[src/rtl/spi_pkg.sv]
package spi_pkg;
    localparam int DW = 8;
    localparam int BW = $clog2(DW);

    typedef struct packed {
        logic          busy;
        logic          sclk;
        logic [BW-1:0] bits;
        logic [DW-1:0] sr;
        logic          samp;
        logic          done;
    } eng_t;

    typedef struct packed {
        logic [DW-1:0] tx_buf;
        logic          tx_full;
        logic [DW-1:0] rx_buf;
        logic          rx_done;
        logic          overrun;
        logic          err;
    } ctl_t;
endpackage

[src/rtl/spi_clkgen.sv]
module spi_clkgen #(
    parameter int DIV_W = 8
) (
    input  logic             clk,
    input  logic             rst_n,
    input  logic             active,
    input  logic             pause,
    input  logic [DIV_W-1:0] half_div,
    output logic             tick
);
    logic [DIV_W-1:0] lim;
    logic [DIV_W-1:0] cnt_d, cnt_q;

    always_comb begin
        lim   = (half_div == '0) ? DIV_W'(1) : half_div;
        tick  = active && !pause && (cnt_q == lim - DIV_W'(1));
        cnt_d = cnt_q;
        if (!active)    cnt_d = '0;
        else if (pause) cnt_d = cnt_q;
        else if (tick)  cnt_d = '0;
        else            cnt_d = cnt_q + DIV_W'(1);
    end

    always_ff @(posedge clk or negedge rst_n) begin
        if (!rst_n) cnt_q <= '0;
        else        cnt_q <= cnt_d;
    end
endmodule

[src/rtl/spi_shifter.sv]
module spi_shifter
    import spi_pkg::*;
(
    input  logic          clk,
    input  logic          rst_n,
    input  logic          run,
    input  logic          tick,
    input  logic          load,
    input  logic [DW-1:0] load_data,
    input  logic          miso,
    output logic          busy,
    output logic          sclk,
    output logic          mosi,
    output logic          done,
    output logic [DW-1:0] rx_byte
);
    eng_t e_d, e_q;

    always_comb begin
        e_d      = e_q;
        e_d.done = 1'b0;
        if (!e_q.busy) begin
            e_d.sclk = 1'b0;
            if (load) begin
                e_d.busy = 1'b1;
                e_d.sr   = load_data;
                e_d.bits = '0;
            end
        end else if (tick && run) begin
            if (!e_q.sclk) begin
                e_d.sclk = 1'b1;
                e_d.samp = miso;
            end else begin
                e_d.sclk = 1'b0;
                e_d.sr   = {e_q.sr[DW-2:0], e_q.samp};
                e_d.bits = e_q.bits + BW'(1);
                if (e_q.bits == BW'(DW - 1)) begin
                    e_d.busy = 1'b0;
                    e_d.done = 1'b1;
                end
            end
        end
    end

    always_ff @(posedge clk or negedge rst_n) begin
        if (!rst_n) e_q <= '0;
        else        e_q <= e_d;
    end

    assign busy    = e_q.busy;
    assign sclk    = e_q.sclk;
    assign mosi    = e_q.busy ? e_q.sr[DW-1] : 1'b0;
    assign done    = e_q.done;
    assign rx_byte = e_q.sr;

    // clock rests low outside a character
    a_r4_idle_low: assert property (@(posedge clk) disable iff (!rst_n)
        !e_q.busy |-> !e_q.sclk);
    // clock level only moves on a divider tick
    a_r4_no_tick_stable: assert property (@(posedge clk) disable iff (!rst_n)
        (e_q.busy && !tick) |=> $stable(e_q.sclk));
    // a paused engine keeps its shift state
    a_r10_freeze: assert property (@(posedge clk) disable iff (!rst_n)
        (e_q.busy && !run) |=> ($stable(e_q.sr) && $stable(e_q.sclk) && $stable(e_q.bits)));
    // completion pulse only once the engine is idle
    a_r5_done_idle: assert property (@(posedge clk) disable iff (!rst_n)
        e_q.done |-> !e_q.busy);
endmodule

[src/rtl/spi_dbuf_master.sv]
module spi_dbuf_master
    import spi_pkg::*;
#(
    parameter int DIV_W = 8
) (
    input  logic             clk,
    input  logic             rst_n,
    input  logic [DIV_W-1:0] half_div,
    input  logic             use_grant,
    input  logic             tx_wr,
    input  logic [DW-1:0]    tx_data,
    output logic             tx_free,
    output logic             tx_empty,
    input  logic             rx_rd,
    output logic [DW-1:0]    rx_data,
    output logic             rx_done,
    output logic             overrun,
    output logic             conflict_err,
    input  logic             err_clr,
    output logic             sclk_o,
    output logic             sclk_oe,
    output logic             mosi_o,
    output logic             mosi_oe,
    input  logic             miso_i,
    input  logic             bus_grant_i
);
    ctl_t          s_d, s_q;
    logic          hold, load, tick;
    logic          eng_busy, eng_done;
    logic [DW-1:0] eng_rx;

    assign hold = use_grant && !bus_grant_i;
    assign load = s_q.tx_full && !eng_busy;

    spi_clkgen #(.DIV_W(DIV_W)) u_clk (
        .clk      (clk),
        .rst_n    (rst_n),
        .active   (eng_busy),
        .pause    (hold),
        .half_div (half_div),
        .tick     (tick)
    );

    spi_shifter u_eng (
        .clk       (clk),
        .rst_n     (rst_n),
        .run       (!hold),
        .tick      (tick),
        .load      (load),
        .load_data (s_q.tx_buf),
        .miso      (miso_i),
        .busy      (eng_busy),
        .sclk      (sclk_o),
        .mosi      (mosi_o),
        .done      (eng_done),
        .rx_byte   (eng_rx)
    );

    always_comb begin
        s_d = s_q;
        if (load) s_d.tx_full = 1'b0;
        if (tx_wr) begin
            s_d.tx_buf  = tx_data;
            s_d.tx_full = 1'b1;
        end
        if (eng_done) begin
            s_d.rx_buf  = eng_rx;
            s_d.rx_done = 1'b1;
            if (s_q.rx_done && !rx_rd) s_d.overrun = 1'b1;
        end else if (rx_rd) begin
            s_d.rx_done = 1'b0;
        end
        if (err_clr) begin
            s_d.err     = 1'b0;
            s_d.overrun = 1'b0;
        end
        if (hold) s_d.err = 1'b1;
    end

    always_ff @(posedge clk or negedge rst_n) begin
        if (!rst_n) s_q <= '0;
        else        s_q <= s_d;
    end

    assign tx_free      = !s_q.tx_full;
    assign tx_empty     = !s_q.tx_full && !eng_busy;
    assign rx_data      = s_q.rx_buf;
    assign rx_done      = s_q.rx_done;
    assign overrun      = s_q.overrun;
    assign conflict_err = s_q.err;
    assign sclk_oe      = !hold;
    assign mosi_oe      = !hold;

    // a write leaves the buffer occupied in the next cycle
    a_r2_write_fills: assert property (@(posedge clk) disable iff (!rst_n)
        tx_wr |=> !tx_free);
    // an idle transmitter shows no clock activity
    a_r2_empty_quiet: assert property (@(posedge clk) disable iff (!rst_n)
        tx_empty |-> !sclk_o);
    // engine completion raises the receive flag
    a_r5_done_flag: assert property (@(posedge clk) disable iff (!rst_n)
        eng_done |=> rx_done);
    // conflict is latched one cycle later
    a_r10_err_sets: assert property (@(posedge clk) disable iff (!rst_n)
        hold |=> conflict_err);
    // three-pin mode never raises the conflict flag by itself
    a_r11_no_err: assert property (@(posedge clk) disable iff (!rst_n)
        (!use_grant && !conflict_err && !err_clr) |=> !conflict_err);
endmodule

[config.mk]
export PLATFORM = sky130hd
export DESIGN_NAME = spi_dbuf_master
export DESIGN_NICKNAME = d
export VERILOG_FILES = /design/src/rtl/spi_pkg.sv /design/src/rtl/spi_clkgen.sv /design/src/rtl/spi_shifter.sv /design/src/rtl/spi_dbuf_master.sv
export SDC_FILE = /design/constraint.sdc
export NUM_CORES = 1
export LEC_CHECK = 0
export ABC_AREA = 1
export BUFFER_PORTS_ARGS = -buffer_cell sky130_fd_sc_hd__buf_4
export CORE_ASPECT_RATIO = 0.5
export CORE_MARGIN = 2
export CORE_UTILIZATION = 54
export CTS_CLUSTER_DIAMETER = 80
export DETAILED_ROUTE_END_ITERATION = 8
export PLACE_DENSITY = 0.84
export SETUP_SLACK_MARGIN = 0.2
export SLEW_MARGIN = 0
export SYNTH_ARGS = -nofsm -noshare
export SYNTH_HDL_FRONTEND = slang
export SYNTH_SLANG_ARGS = --single-unit
[constraint.sdc]
create_clock -name clk -period 2.9 [get_ports clk]
set_input_delay 0.145 -clock clk [delete_from_list [all_inputs] [get_ports clk]]
set_output_delay 0.145 -clock clk [all_outputs]
set_load 0.01 [all_outputs]
Word level (Yosys, flattened, before mapping)
Cells that the tools add are included.
- register bits: 43
- input port bits: 24
- output and inout port bits: 17
- add/sub/neg operators: 3
- eq/ne operators: 5
- multiplexer cells: 25
- bitwise logic cells: 1
- reduce and logical (&&, ||, !) cells: 22
- operators by type and width (kind ; count):
    $mux W8 ; 4
    $mux W11 ; 2
    $mux W1 ; 16
    $mux W15 ; 1
    $mux W13 ; 1
    $reduce_bool A2 Y1 ; 6
    $add A8 B1 Y8 const B ; 1
    $eq A8 B8 Y1 ; 1
    $logic_not A8 Y1 ; 1
    $sub A8 B1 Y8 const B ; 1
    $logic_and A1 B1 Y1 ; 7
    $ne A2 B2 Y1 const B ; 3
    $reduce_and A3 Y1 ; 2
    $logic_not A1 Y1 ; 5
    $add A3 B1 Y3 const B ; 1
    $eq A3 B3 Y1 const B ; 1
    $mux W2 ; 1
    $reduce_and A2 Y1 ; 1
    $not A1 Y1 ; 1

Depth between registers and ports, before layout
- word-level depth: 8
- mapped depth: 20
- gate-level depth less buffers: 19

Cells and area by module
Synthesis repeated with hierarchy kept, for this count alone.
- cells, all modules: 344
- area total of the unflattened synthesis: 2487.4 um^2
- by module, submodules not included (module ; instances ; cells an instance ; area each (um^2)):
    spi_dbuf_master ; 1 ; 96 ; 848.3
    spi_shifter ; 1 ; 107 ; 820.8
    spi_clkgen ; 1 ; 141 ; 818.3

Worst setup path before layout
Ideal clock, no wire load.
- path type: input port to flip-flop
- from: input half_div[6]
- to: register u_eng.e_q, in the netlist u_eng.rx_byte[0]
- library setup time: 0.117 ns
- arrival: 2.007 ns
- required time: 2.783 ns
- setup slack: 0.776 ns
- stages: 20
- path buffers: 1
- cell sequence: inv_1 -> nand2_1 -> nor2_1 -> nand2_4 -> nand2_2 -> inv_2 -> ha_1 -> inv_1 -> nand2_1 -> nand2_1 -> nand2_2 -> nor2_4 -> nand3_4 -> nor2_8 -> nand3_4 -> nand2_4 -> nand3_2 -> buf_6 -> nand2_1 -> nand2_1
- word-level cells in the longest chain between the ends: 8
- ends and longest elaborated chain (element ; RTL line ; RTL):
    start, declared ; spi_dbuf_master.sv:8 ; input logic [DIV_W-1:0] half_div,
    $logic_not A8 Y1 ; spi_clkgen.sv:15 ; lim = (half_div == '0) ? DIV_W'(1) : half_div;
    $mux W8 * ; spi_clkgen.sv:15 ;
    $sub A8 B1 Y8 * ; spi_clkgen.sv:16 ; tick = active && !pause && (cnt_q == lim - DIV_W'(1));
    $eq A8 B8 Y1 * ; spi_clkgen.sv:16 ;
    $logic_and A1 B1 Y1 * ; spi_clkgen.sv:16 ;
    $logic_and A1 B1 Y1 * ; spi_shifter.sv:29 ; end else if (tick && run) begin
    $ne A2 B2 Y1 (no line) * ; - ;
    $reduce_and A3 Y1 (no line) * ; - ;
    end signal, assigned ; spi_shifter.sv:46 ; if (!rst_n) e_q <= '0;
    end signal, assigned ; spi_shifter.sv:47 ; else e_q <= e_d;
    end, declared ; spi_shifter.sv:17 ; eng_t e_d, e_q;
Every way passes the cells marked *; elsewhere a longest branch is shown, timed or not.
A chain may end at the register's enable or synchronous reset.

Worst setup path in the final report
- from: input half_div[6]
- to: register u_eng.e_q, in the netlist u_eng.rx_byte[2]
Same word-level chain as after synthesis.

==> results.md <==
- Run status: finished clean
- Grt total ovfl: 0
- Starting DRC count in detailed routing: approximately 140
- CP top delay family: simple AND/OR/NAND/NOR gates
- WS Path Type: primary input to register
- Core Area: roughly 0.0044 mm^2
- Clock Latency Late Sink: between 200 and 300 ps
- Most frequent CP cell: nand2_1
- Clock transition at path regs: ~80 ps
- Gpl congestion: between 0.9 and 1
- Most frequent cells in the layout: 130 x nand2_1, 43 x dfrtp_1, 40 x buf_4, 29 x nand3_1, 27 x inv_1
- Yosys warnings: 0
- Worst path slowest cell: ha_1
- Initial antenna violation count: 0
- Area growth syn-to-layout: 13.9%
- Placed cells: between 400 and 500
- # setup viols final: 0
- Asr flop ratio synth: 1.00
- Clock root cell: clkbuf_8
- Final hold vios: 0
- ANT nets after route: 0
- I/O Buffers: 40
- Final Non-Filler Cells: 425
- Sequential element share of the synthesized area: 0.426
- Die footprint: approximately 0.0053 mm^2
- Slew Viols, Final: 0
- GRT Overall Usage: 0.213
- Critical Path RT: 3090 ps
- WL/cell: roughly 12 um
- Pre-CTS setup slack: around 380 ps
- Largest net degree at the start of global routing: 44
- Primary FF master, synth: dfrtp_1
- Number of flops mapped to enable cells by yosys: 0
- Final clock skew: between 3 and 4 ps
- DRC Markers: 0
- Final period utilization: 0.768
- Site Rows: 17
- Hold slack: 45.4 ps
- Crit. End Element: register
- Via count: roughly 2200
- Clock Path Buffers: 2
- Die width: roughly 100 um
- Max IR drop VDD: ~0.26 mV
- Hold crit path type: primary input to register
- Area share of the largest cell type after synthesis: 0.426
- Post-synthesis cell type count: 30
- Via density: just over 5
- Minimum clock period: roughly 2200 ps
- Cts bufs inserted: 5
- I/O pin cnt: ~40
- Synth top area cells: dfrtp_1 43%, nand2_1 19%, nand3_1 5.7%
- Nets: around 400
- Seq cells post-synth: 43
- Post-CTS Setup Inserts: 0
- CP arrival: roughly 2400 ps
- Initial Utilization: 0.569
- Crit path max fanout: 11
- Setup slack, reg-to-reg: 760 ps
- First-pass GRT wire length: 8670 um
- ANT cells: 0
- Detailed-route wire length: slightly above 5000 um
- Fill cells: roughly 370
- Sum Neg Setup Slack: 0 ps
- Most common cell after layout, fill and taps aside: nand2_1
- Rel. slew slack: 0.649
- PD cells: ~540 mW/mm^2
- Mapped Area: 0.00253 mm^2
- H-tree levels: 2
- Slew at the pin closest to its max-slew limit: 527 ps
- Vias in the first global route: 1998
- Cells along the critical path: buf_4, inv_1, nand2_1, nor2_1, nand2_4, nand2_2, inv_2, ha_1, inv_1, nand2_1, nand3_1, nand2_1, nor2_4, nand3_4, nor2_8, nand3_4, nand2_4, nand3_2, nand2_1, nand2_1
- Mean Syn Cell Area: ~7.6 um^2
- Fmax: 449 MHz
- Worst setup margin: 673 ps
- CTS tree: built
- RSZ-0062 raised after global routing: no
- Ratio of cells with drive above 1 in the final layout: 0.196
- Worst Setup Start Kind: primary input
- Buf/Inv on CP: 4
- Net Count, Synth: 362
- Largest area contributor in the netlist: dfrtp_1
- Synth Instances: about 330
- Max Cap Viol: 0
- Die height: roughly 52 um
- Leakage: ~1.6 nW
- Post-DP HPWL: just under 4000 um
- Layout Utilization: 0.648
- Worst path max stage delay: roughly 250 ps
- Clk sink count: 43
- Pre-antenna DRT Iters: 4
-- sequential cells by signal, summed over array words and instances, names as in the netlist --
signal and flops:
rx_done 1, u_eng.rx_byte 8, conflict_err 1, u_eng.done 1, rx_data 8, u_eng.sclk 1
u_clk.cnt_q 8, s_q 9, u_eng.e_q 4, overrun 1, u_eng.busy 1
-- timing repair --
item	CTS	global route
hold endpoints to repair	44	0
gates resized for setup	0	0
hold buffers	2	0
-- Yosys cell counts (3+ instances only) --
cell type,n
o21ai_0,4
nor2_1,20
dfrtp_1,43
clkinv_1,3
buf_4,10
nand3_1,29
a21oi_1,4
nor2_2,3
inv_2,7
nand4_1,12
nand2_2,5
nand2_1,130
ha_1,4
buf_6,3
xor2_1,9
inv_1,27
-- final timing paths --
| kind | end | cells past startpoint | from |
|---|---|---|---|
| min in group asynchronous | s_q[15] | 2 | rst_n |
| max in group asynchronous | u_eng.e_q[10] | 2 | rst_n |
| hold reg to reg | rx_data[3] | 2 | rx_data[3] |
| setup / recovery | u_eng.rx_byte[2] | 20 | half_div[6] |
| hold / removal | s_q[18] | 3 | tx_data[6] |
| setup reg to reg | u_eng.rx_byte[2] | 11 | u_eng.busy |
-- kinds of logic (layout without fill, tap and decap cells) --
family          count (synthesis)  count (layout)  synth area share
simple gates                  212             212             0.392
flops                          43              43             0.426
buf+inv                        54              88             0.105
xor+xnor                       10              10            0.0347
compound gates                 11              11            0.0223
fa+ha+maj                       4               4            0.0198
-- routing by layer --
layer,track usage,vias up,share of wire
met5,0,-,0
met4,0.0799,0,0.017
met3,0.0453,11,0.052
met2,0.359,61,0.48
met1,0.275,997,0.45
li1,-,1102,-
-- area by class of cell --
type                            instances  area (um^2)  area share
Timing Repair Buffer                   42          320       0.111
Inverter                               38          145      0.0504
Multi-Input combinational cell        237         1180       0.412
Tap cell                               57         71.3      0.0248
Clock buffer                            7         76.3      0.0265
Clock inverter                          1         5.00     0.00174
Sequential cell                        43         1080       0.374
-- where the power goes --
part / total [mW] / internal, mW / switching [mW]
logic: 0.454 / 0.168 / 0.286
clock network: 0.365 / 0.169 / 0.196
registers: 0.736 / 0.665 / 0.0709
total: 1.55 / 1.00 / 0.553
-- stage by stage --
step / power [mW] / area [um^2]
final: 1.55 / 2880
after CTS: 1.56 / 2880
after global placement: 1.17 / 2780
after global routing: 1.66 / 2880
after floorplan: 1.07 / 2530
after detailed placement: 1.20 / 2780
-- tightest hold or removal path, delay by kind of cell --
| kind | cells | cell delay, ps |
|---|---|---|
| buffers and inverters | 1 | 80 |
| and+or+nand+nor | 2 | 90 |
Power figures use the tool's default switching activity.
